`src/rtl/irq_recog_pkg.sv`:
```
package irq_recog_pkg;
  parameter int DATA_W = 8;

  // strobes from recognition control to the instruction-register path
  typedef struct packed {
    logic loadIr;     // fetch completes at this edge
    logic loadZero;   // substitute the break opcode
  } irStrobes_t;
endpackage

```
`src/rtl/irq_recog_ctrl.sv`:
```
module irq_recog_ctrl
  import irq_recog_pkg::*;
(
  input  logic       clk,
  input  logic       resN,
  input  logic       nmiN,
  input  logic       irqN,
  input  logic       irqDisable,
  input  logic       inT0,
  input  logic       inT2,
  input  logic       isBranch,
  input  logic       fetchCycle,
  input  logic       vec1Cycle,
  output logic       forceT0,
  output logic       readOnly,
  output logic       injectBreak,
  output irStrobes_t strobes
);
  logic resSensed;
  logic resPending;
  logic nmiLevel;
  logic nmiLevelPrev;
  logic nmiPending;
  logic irqLevel;
  logic breakArmed;
  logic clearCycle;

  logic nmiEdge;
  logic window;
  logic request;
  logic clearOk;

  assign nmiEdge = nmiLevel && !nmiLevelPrev;
  assign window  = inT0 || (inT2 && isBranch);
  assign request = resSensed || resPending || nmiPending || irqLevel;
  assign clearOk = clearCycle && !resSensed;

  // pin sampling, once per machine cycle
  always_ff @(posedge clk) begin
    resSensed    <= !resN;
    nmiLevel     <= !nmiN;
    nmiLevelPrev <= nmiLevel;
    irqLevel     <= !irqN && !irqDisable;
    clearCycle   <= vec1Cycle;
  end

  // reset pending: set when sensed, released by the post-vector strobe
  always_ff @(posedge clk) begin
    if (resSensed)    resPending <= 1'b1;
    else if (clearOk) resPending <= 1'b0;
  end

  // nmi pending: edge latch, discarded by a sense cycle
  always_ff @(posedge clk) begin
    if (resSensed)    nmiPending <= 1'b0;
    else if (nmiEdge) nmiPending <= 1'b1;
    else if (clearOk) nmiPending <= 1'b0;
  end

  // break arming: only in a recognition window, dropped at the fetch
  always_ff @(posedge clk) begin
    if (window && request) breakArmed <= 1'b1;
    else if (fetchCycle)   breakArmed <= 1'b0;
  end

  assign forceT0          = resSensed;
  assign readOnly         = resPending;
  assign injectBreak      = breakArmed;
  assign strobes.loadIr   = fetchCycle;
  assign strobes.loadZero = breakArmed;


  readonly_hold_chk: assert property (@(posedge clk) disable iff (!resN)
    (resPending && !clearCycle) |=> readOnly);


  clear_block_chk: assert property (@(posedge clk) disable iff (!resN)
    (clearCycle && resSensed && resPending) |=> readOnly);


  break_window_chk: assert property (@(posedge clk) disable iff (!resN)
    $rose(injectBreak) |-> $past(inT0 || (inT2 && isBranch)));


  break_hold_chk: assert property (@(posedge clk) disable iff (!resN)
    (injectBreak && !fetchCycle) |=> injectBreak);
endmodule

```
`src/rtl/ir_load_path.sv`:
```
module ir_load_path
  import irq_recog_pkg::*;
#(
  parameter int W = DATA_W
) (
  input  logic         clk,
  input  logic         holdOff,
  input  irStrobes_t   strobes,
  input  logic [W-1:0] fetchByte,
  output logic [W-1:0] irValue
);
  localparam logic [W-1:0] BREAK_OP = '0;

  logic [W-1:0] predecode;  // complement of the fetched byte
  logic         zeroSel;

  always_ff @(posedge clk) begin
    if (strobes.loadIr) begin
      predecode <= ~fetchByte;
      zeroSel   <= strobes.loadZero;
    end
  end

  assign irValue = zeroSel ? BREAK_OP : ~predecode;


  zero_load_chk: assert property (@(posedge clk) disable iff (holdOff)
    (strobes.loadIr && strobes.loadZero) |=> (irValue == BREAK_OP));


  ir_stable_chk: assert property (@(posedge clk) disable iff (holdOff)
    !strobes.loadIr |=> $stable(irValue));
endmodule

```
`src/rtl/irq_reset_recog.sv`:
```
module irq_reset_recog
  import irq_recog_pkg::*;
(
  input  logic              clk,
  input  logic              resN,
  input  logic              nmiN,
  input  logic              irqN,
  input  logic              irqDisable,
  input  logic              inT0,
  input  logic              inT2,
  input  logic              isBranch,
  input  logic              fetchCycle,
  input  logic              vec1Cycle,
  input  logic [DATA_W-1:0] fetchByte,
  output logic              forceT0,
  output logic              readOnly,
  output logic              injectBreak,
  output logic [DATA_W-1:0] irValue
);
  irStrobes_t strobes;

  irq_recog_ctrl ctrl_i (
    .clk(clk), .resN(resN), .nmiN(nmiN), .irqN(irqN), .irqDisable(irqDisable),
    .inT0(inT0), .inT2(inT2), .isBranch(isBranch), .fetchCycle(fetchCycle),
    .vec1Cycle(vec1Cycle), .forceT0(forceT0), .readOnly(readOnly),
    .injectBreak(injectBreak), .strobes(strobes)
  );

  ir_load_path #(.W(DATA_W)) path_i (
    .clk(clk), .holdOff(!resN), .strobes(strobes),
    .fetchByte(fetchByte), .irValue(irValue)
  );
endmodule

```
`config.mk`:
```
export PLATFORM = sky130hd
export DESIGN_NAME = irq_reset_recog
export DESIGN_NICKNAME = d
export VERILOG_FILES = /design/src/rtl/irq_recog_pkg.sv /design/src/rtl/irq_recog_ctrl.sv /design/src/rtl/ir_load_path.sv /design/src/rtl/irq_reset_recog.sv
export SDC_FILE = /design/constraint.sdc
export NUM_CORES = 1
export LEC_CHECK = 0
export ABC_AREA = 1
export CELL_PAD_IN_SITES_DETAIL_PLACEMENT = 1
export CELL_PAD_IN_SITES_GLOBAL_PLACEMENT = 1
export CORE_AREA = 4 4 41 43
export CTS_BUF_LIST = sky130_fd_sc_hd__clkbuf_4
export DETAILED_ROUTE_END_ITERATION = 8
export DIE_AREA = 0 0 45 47
export DONT_BUFFER_PORTS = 1
export PLACE_DENSITY_LB_ADDON = 0.1
export SKIP_CTS_REPAIR_TIMING = 1
export SLEW_MARGIN = 20
export SYNTH_ARGS = -nofsm -noshare
export SYNTH_HDL_FRONTEND = slang
export SYNTH_SLANG_ARGS = --single-unit
```
`constraint.sdc`:
```
create_clock -name clk -period 0.8 [get_ports clk]
set_clock_uncertainty 0.1 [all_clocks]
set_input_delay 0.04 -clock clk [delete_from_list [all_inputs] [get_ports clk]]
set_output_delay 0.04 -clock clk [all_outputs]
set_load 0.005 [all_outputs]
```
==> flow_summary.toml, run 1 <==
[status]
status = "complete, but fails checks"
violations = "hold timing, setup timing"

[worst_setup_path]
endpoint_kind = "output port"
r2r_start = "ctrl_i.readOnly"
worstRegToRegCells = 4
crit_fanout = 8
crit_start = "path_i.zeroSel"
ff2ff_setup_slack_ns = 0
required_ns = 0.66
crit_type = "reg -> out"
startpoint_type = "flop"
cp.arrival_ns = 0.95
endpoint = "irValue[0]"
rr_endpoint = "ctrl_i.injectBreak"

[clock_network]
cts.path.max_buffers = 2
clock-sinks = 17
cts_tree = "yes"
htreeDepth = 1
worst_skew_pair.late_latency_ns = 0.28
cts_root_buffer = "clkbuf_4"
cts_made_buffers = 3
clkTransAtPathRegs_ns = 0.09

[yosys]
synthArstFlopShare = 0
syn_nets = 72
yosys-top-cells-count = "inv_1 (14), nor2_1 (12), edfxtp_1 (9), dfxtp_1 (8), nand2_1 (8)"
synth.cell_area_um2 = 580.6
synth_area_leaders = "edfxtp_1 (47%), dfxtp_1 (28%), inv_1 (9.1%)"
yosysUniqueCellTypes = 8
ys_seq_area_frac = 0.7414
yosysWarnings = 0
synth_top_area_cell = "edfxtp_1"
syn_area_per_cell_um2 = 10.75
netlist.area_leader.share = 0.4655
synth_most_common_cell = "inv_1"
ys_dominant_reg_cell = "edfxtp_1"
synth_seq_cells = 17
synth_cells = 54
synth_edf_count = 9

[sta]
slew_viol_final = 0
setup_ws_ns = -0.2932
finalSetupViolCount = 11
min_period_ns = 1.093
worst_hold_slack_ns = -0.2396
tightestPinTransition_ns = 0.1198
timing.final.crit_share = 1.366
hold_viol_final = 9
max_freq_mhz = 914.8
rsz0062_at_grt = "yes"
max-slew-margin-rel = 0.9198

[route]
drt_wl_total_mm = 1.269
dr.pass1.iters = 2
wl_per_cell_um = 13.79
route.vias.total = 414
routed_via_density = 4.500
route.detailed.drc = 0
ant_nets = 0
drt-initial-drc-count = 4

[hold_path]
worstHoldPathType = "in -> reg"

[layout]
syn_to_final_growth_pct = 47.63
final_nets = 96
antenna_cells = 0
nFillCells = 138
regArea_um2 = 436.7
design_area_um2 = 857.1
multiInputGateArea_um2 = 115.1
final_layout_size_suffix_gt1_frac = 0.2727

[run]
drv_cap = 0

[die]
die_h_um = 47
die_w_um = 45
core_um2 = 1301
start_util = 0.4462
die-area_um2 = 2115
num_rows = 13
top_level_ports = 29

[grt]
grt_max_degree = 11
gr-usage-all-layers = 0.1080
grt-ovfl-total = 0
grt_pass1_wl_mm = 1.545
grt_antenna_before_repair = 0
grt_pass1_vias = 359

[power]
power_density_nw_per_um2 = 1957
p_leak_nw = 0.3803
ir_drop_uv = 1254
fin_total_pwr_mw = 1.677

[place]
gp_congestion = 0.6584
io_buffers = 0
placed_area_um2 = 603.1
place.detailed.hpwl_um = 806.2
## registers in the layout, summed over array words and instances, names as in the netlist
| name | cells |
|---|---|
| ctrl_i.forceT0 | 1 |
| ctrl_i.nmiPending | 1 |
| ctrl_i.readOnly | 1 |
| ctrl_i.nmiLevel | 1 |
| ctrl_i.irqLevel | 1 |
| path_i.zeroSel | 1 |
| path_i.predecode | 8 |
| ctrl_i.nmiLevelPrev | 1 |
| ctrl_i.clearCycle | 1 |
| ctrl_i.injectBreak | 1 |
## power by group
part / switching [mW] / internal [mW]
logic: 0.0670 / 0.103
registers: 0.0383 / 0.987
clock network: 0.255 / 0.227
## cells by family (layout without fill, tap and decap cells)
kind of cell,after synthesis,count (layout),share of synthesized area
compound gates,1,1,0.008612
flops,17,17,0.7414
simple gates,21,21,0.1401
buf+inv,15,38,0.1099
## placed cells by master (no fill, tap or decap), drive strengths merged
| cell type | synthesis | final |
|---|---|---|
| dfxtp | 8 | 8 |
| nand2 | 8 | 8 |
| inv | 14 | 14 |
| nor2 | 13 | 13 |
| dlygate4sd3 | 0 | 17 |
| edfxtp | 9 | 9 |
| a21oi | 1 | 1 |
| clkbuf | 0 | 4 |
| buf | 1 | 3 |
## through the flow
step	setup slack [ns]	util	hold WS (ns)	std cells	TNS, ns
2_1_floorplan	0.04165	-	-0.03228	54	0
3_3_place_gp	0.01396	0.4635	-0.03222	70	0
3_5_place_dp	-0.01101	0.4635	-0.03222	70	-0.03143
4_1_cts	-0.3362	0.4865	-0.3336	74	-2.949
5_1_grt	-0.3362	0.6587	-0.2569	92	-2.993
6_report	-0.2932	0.6587	-0.2396	92	-2.518
## worst min-delay path by stage
stage	startpoint	to	slack, ns	cells after the start
finish	fetchCycle	path_i.predecode[0]	-0.24	0
floorplan	vec1Cycle	ctrl_i.clearCycle	-0.03	0
global placement	vec1Cycle	ctrl_i.clearCycle	-0.03	0
detailed placement	vec1Cycle	ctrl_i.clearCycle	-0.03	0
global route	fetchCycle	path_i.predecode[7]	-0.26	0
CTS	vec1Cycle	ctrl_i.clearCycle	-0.33	0
## final cells by class
| type | count | share of cell area |
|---|---|---|
| tap | 15 | 0.02190 |
| clock buffer | 4 | 0.03504 |
| inverter | 14 | 0.06131 |
| timing repair buffer | 20 | 0.2380 |
| multi-input combinational | 22 | 0.1343 |
| sequential | 17 | 0.5095 |
## worst max-delay path, cell delays in order (launching register included)
cell and delay, ns:
edfxtp_1 0.39, buf_6 0.16, nor2_2 0.12
## routing by layer
metal | track usage | part of all wire | vias up
met5 | 0 | 0 | -
met4 | 0.07018 | 0 | 0
met3 | 0.04215 | 0.088 | 0
met2 | 0.2034 | 0.57 | 21
met1 | 0.09398 | 0.34 | 188
li1 | - | - | 205
(Power assumes the default switching activity.)
==> run 2: changes to the inputs <==
- SETUP_SLACK_MARGIN: unset -> 0.1
==> flow_summary.toml, run 2 (synthesis results as in run 1) <==
[hold_path]
worstHoldPathCells = 0
worstHoldPathType = "in -> reg"
hold_start = "fetchCycle"
min_to = "path_i.predecode[1]"

[status]
violations = "hold timing, setup timing"
status = "complete, but fails checks"

[grt]
grt_antenna_before_repair = 0
grt_pass1_wl_mm = 1.359
grt_max_degree = 11
gr-usage-all-layers = 0.09355
grt-ovfl-total = 0
grt_pass1_vias = 336

[layout]
final_layout_size_suffix_gt1_frac = 0.3467
most-common-layout-cells = "dlygate4sd3_1 (14), inv_1 (13), nor2_2 (9), edfxtp_1 (9), nand2_1 (7)"
largest_reg_flops = 8
syn_to_final_growth_pct = 47.20
nFillCells = 137
final_common_cell = "dlygate4sd3_1"
utilization = 0.6567
layoutNonFillerInstCount = 90
regMostFlops = "path_i.predecode"
antenna_cells = 0
final_nets = 94

[sta]
slew_viol_final = 0
setup_ws_ns = -0.2857
rsz0062_at_grt = "yes"
worst_hold_slack_ns = -0.2322
max-slew-margin-rel = 0.9060
min_period_ns = 1.086
finalSetupViolCount = 12
timing.final.crit_share = 1.357
hold_viol_final = 10
max_freq_mhz = 921.0
tightestPinTransition_ns = 0.1405

[worst_setup_path]
slowest_delay_ns = 0.39
required_ns = 0.66
critPathSlowestCell = "edfxtp_1"
ff2ff_setup_slack_ns = -0.07
cp.arrival_ns = 0.95
path_buf_inv = 1
endpoint_kind = "output port"
startpoint_type = "flop"
worstRegToRegCells = 4
crit_fanout = 8
rr_endpoint = "ctrl_i.injectBreak"
r2r_start = "ctrl_i.forceT0"
cp_top_family = "flip-flops"
path_cells = "buf_6, nor2_2"
crit_type = "reg -> out"

[route]
drt-initial-drc-count = 1
dr.pass1.iters = 2
wl_per_cell_um = 13.71
ant_nets = 0
route.vias.total = 400
drt_wl_total_mm = 1.234
route.detailed.drc = 0
routed_via_density = 4.444

[place]
place.detailed.hpwl_um = 752.6
io_buffers = 0
gp_congestion = 0.6076
dp_cells = 70

[clock_network]
clock-sinks = 17
cts_tree = "yes"
cts_root_buffer = "clkbuf_4"
htreeDepth = 1
cts_made_buffers = 3
clkTransAtPathRegs_ns = 0.10
worst_skew_pair.late_latency_ns = 0.27
cts.path.max_buffers = 2

[die]
core_um2 = 1301
start_util = 0.4462
die_w_um = 45
die-area_um2 = 2115
num_rows = 13
top_level_ports = 29
die_h_um = 47

[power]
power_density_nw_per_um2 = 1961
ir_drop_uv = 1402
p_leak_nw = 0.3767

[run]
drv_cap = 0
-- run 2: changes by cell type in the layout (fill, tap and decap cells not counted), sizes merged --
cell and delta:
buf +1, dlygate4sd3 -3
-- run 2: per-layer routing --
| metal | vias to the layer above | GRT usage | wire, um |
|---|---|---|---|
| li1 | 200 | - | - |
| met2 | 20 | 0.1582 | 683 |
| met4 | 0 | 0.07018 | 0 |
| met1 | 180 | 0.09662 | 430 |
| met5 | - | 0 | 0 |
| met3 | 0 | 0.03065 | 120 |
-- run 2: per-stage QoR --
step / TNS (ns) / cell area, um^2 / total power, mW / setup WS [ns]
2_1_floorplan: 0 / 590.6 / 1.093 / 0.04165
3_3_place_gp: -0.1981 / 613.1 / 1.109 / -0.03326
3_5_place_dp: -0.3075 / 613.1 / 1.118 / -0.05576
4_1_cts: -3.094 / 643.1 / 1.574 / -0.3702
5_1_grt: -3.015 / 854.6 / 1.768 / -0.3305
6_report: -2.514 / 854.6 / 1.676 / -0.2857
-- run 2: cell type report --
type,count,area (um^2),area share
inverters,14,52.55,0.06149
well taps,15,18.77,0.02196
repair buffers,18,185.2,0.2167
multi-input cells,22,127.6,0.1493
clock buffers,4,30.03,0.03514
flip-flops and latches,17,440.4,0.5154
-- run 2: worst max-delay path by stage --
stage | startpoint | endpoint | slack [ns] | cells after the start
after floorplan | ctrl_i.readOnly | ctrl_i.injectBreak | 0.04 | 4
after global placement | path_i.zeroSel | irValue[5] | -0.03 | 1
after detailed placement | path_i.zeroSel | irValue[6] | -0.06 | 1
after CTS | path_i.zeroSel | irValue[6] | -0.37 | 1
after global routing | path_i.zeroSel | irValue[3] | -0.33 | 2
final | path_i.zeroSel | irValue[3] | -0.29 | 2
-- run 2: report_power, final --
group	internal (mW)	total [mW]	switching, mW	leakage [nW]
Clock	0.227	0.476	0.249	0.0184
Sequential	0.987	1.03	0.0395	0.155
Combinational	0.102	0.173	0.0712	0.203
Total	1.32	1.68	0.360	0.377
-- run 2: worst reg2reg max path, delay by kind of cell, from the launching register on --
| family | cells | cell delay (ns) |
|---|---|---|
| flip-flops | 1 | 0.37 |
| AND/OR/NAND/NOR | 4 | 0.30 |
==> run 3: changes to the inputs <==
- CORE_AREA: 4 4 41 43 -> 4 4 44 46
- DIE_AREA: 0 0 45 47 -> 0 0 48 50
- clock period: 0.8 -> 0.9 ns (I/O delays scaled with it)
==> flow_summary.toml, run 3 (synthesis results as in run 1) <==
[status]
status = "complete, but fails checks"
violations = "hold timing, setup timing"

[layout]
largest_reg_flops = 8
final_common_cell = "dlygate4sd3_1"
antenna_cells = 0
regMostFlops = "path_i.predecode"
final_nets = 94
syn_to_final_growth_pct = 46.55
utilization = 0.5648
final_layout_size_suffix_gt1_frac = 0.2400
most-common-layout-cells = "dlygate4sd3_1 (17), inv_1 (14), edfxtp_1 (9)"
nFillCells = 160
regArea_um2 = 439.2
multiInputGateArea_um2 = 130.1

[worst_setup_path]
startpoint_type = "flop"
crit_type = "reg -> out"
endpoint_kind = "output port"
crit_fanout = 8
r2r_start = "ctrl_i.readOnly"
ff2ff_setup_slack_ns = 0.09
worstRegToRegCells = 4
required_ns = 0.75
rr_endpoint = "ctrl_i.injectBreak"
cp.arrival_ns = 0.96

[hold_path]
worstHoldPathType = "in -> reg"
worstHoldPathCells = 0
hold_start = "fetchCycle"
min_to = "path_i.predecode[6]"

[sta]
rsz0062_at_grt = "yes"
min_period_ns = 1.100
setup_ws_ns = -0.2001
slew_viol_final = 0
finalSetupViolCount = 8
timing.final.crit_share = 1.222
max_freq_mhz = 909.0
worst_hold_slack_ns = -0.2407
tightestPinTransition_ns = 0.1249
hold_viol_final = 9
max-slew-margin-rel = 0.9167

[route]
routed_via_density = 4.286
drt_wl_total_mm = 1.215
route.vias.total = 390
dr.pass1.iters = 2
drt-initial-drc-count = 4
wl_per_cell_um = 13.35
ant_nets = 0
route.detailed.drc = 0

[power]
power_density_nw_per_um2 = 1705
intPower_mw = 1.126
p_sw_mw = 0.3253
power_frac_seq = 0.631
p_sw_frac = 0.2242
clkPwrFrac = 0.272
p_leak_nw = 0.3707
combPwrFrac = 0.097
ir_drop_uv = 1313

[clock_network]
cts_root_buffer = "clkbuf_4"
cts_tree = "yes"
htreeDepth = 1
clkTransAtPathRegs_ns = 0.10
worst_skew_pair.late_latency_ns = 0.29
clock-sinks = 17
cts.path.max_buffers = 2
cts_made_buffers = 3

[die]
top_level_ports = 29
core_um2 = 1506
start_util = 0.3854
die_h_um = 50
num_rows = 14
die-area_um2 = 2400
die_w_um = 48

[run]
drv_cap = 0

[grt]
grt_pass1_vias = 360
grt-ovfl-total = 0
grt_pass1_wl_mm = 1.545
grt_antenna_before_repair = 0
grt_max_degree = 11
gr-usage-all-layers = 0.09250

[place]
gp_congestion = 0.6272
io_buffers = 0
place.detailed.hpwl_um = 824.1
==> run 3: changes by cell type in the layout (fill, tap and decap cells not counted), sizes merged <==
cell         before  now
buf               4    1
clkinv            0    1
clkbuf            4    3
dlygate4sd3      14   17
==> run 3: worst max path at each step <==
stage | depth (start not counted) | slack [ns] | endpoint | from
after CTS | 1 | -0.26 | irValue[6] | path_i.zeroSel
after global routing | 2 | -0.24 | irValue[3] | path_i.zeroSel
after floorplan | 4 | 0.14 | ctrl_i.injectBreak | ctrl_i.readOnly
after global placement | 1 | 0.1 | irValue[3] | path_i.zeroSel
after detailed placement | 1 | 0.05 | irValue[6] | path_i.zeroSel
final | 2 | -0.20 | irValue[2] | path_i.zeroSel
==> run 3: routing by layer <==
| metal | track usage | part of all wire | vias to the layer above |
|---|---|---|---|
| met1 | 0.08636 | 0.34 | 171 |
| met2 | 0.1652 | 0.57 | 20 |
| met4 | 0.02691 | 0 | 0 |
| met5 | 0 | 0 | - |
| li1 | - | - | 199 |
| met3 | 0.04727 | 0.095 | 0 |
==> run 3: area by class of cell <==
type                    instances  area share
well taps                      16     0.02353
clock buffers                   3     0.02647
inverters                      14     0.06176
clock inverters                 1    0.005882
multi-input cells              22      0.1529
flip-flops and latches         17      0.5162
repair buffers                 18      0.2132
==> run 3: per-stage QoR <==
step | power [mW] | cell area, um^2 | setup TNS [ns] | instances | worst slack, ns
after floorplan | 0.9647 | 580.6 | 0 | 54 | 0.1417
after detailed placement | 0.9808 | 589.3 | 0 | 69 | 0.05169
after global placement | 0.9710 | 589.3 | 0 | 69 | 0.09736
final | 1.451 | 850.8 | -1.537 | 91 | -0.2001
after global routing | 1.532 | 850.8 | -1.882 | 91 | -0.2434
after CTS | 1.366 | 616.8 | -1.983 | 73 | -0.2643
==> run 3: critical path, stage by stage (launching register included) <==
cell      delay, ns
edfxtp_1       0.39
buf_6          0.16
nor2_2         0.12
==> run 3: power groups by stage <==
stage	clock, mW	combinational, mW	sequential, mW
3_3_place_gp	0	0.0495	0.921
6_report	0.395	0.141	0.915
3_5_place_dp	0	0.0536	0.927
2_1_floorplan	0	0.0527	0.912
5_1_grt	0.449	0.160	0.922
4_1_cts	0.402	0.0543	0.910
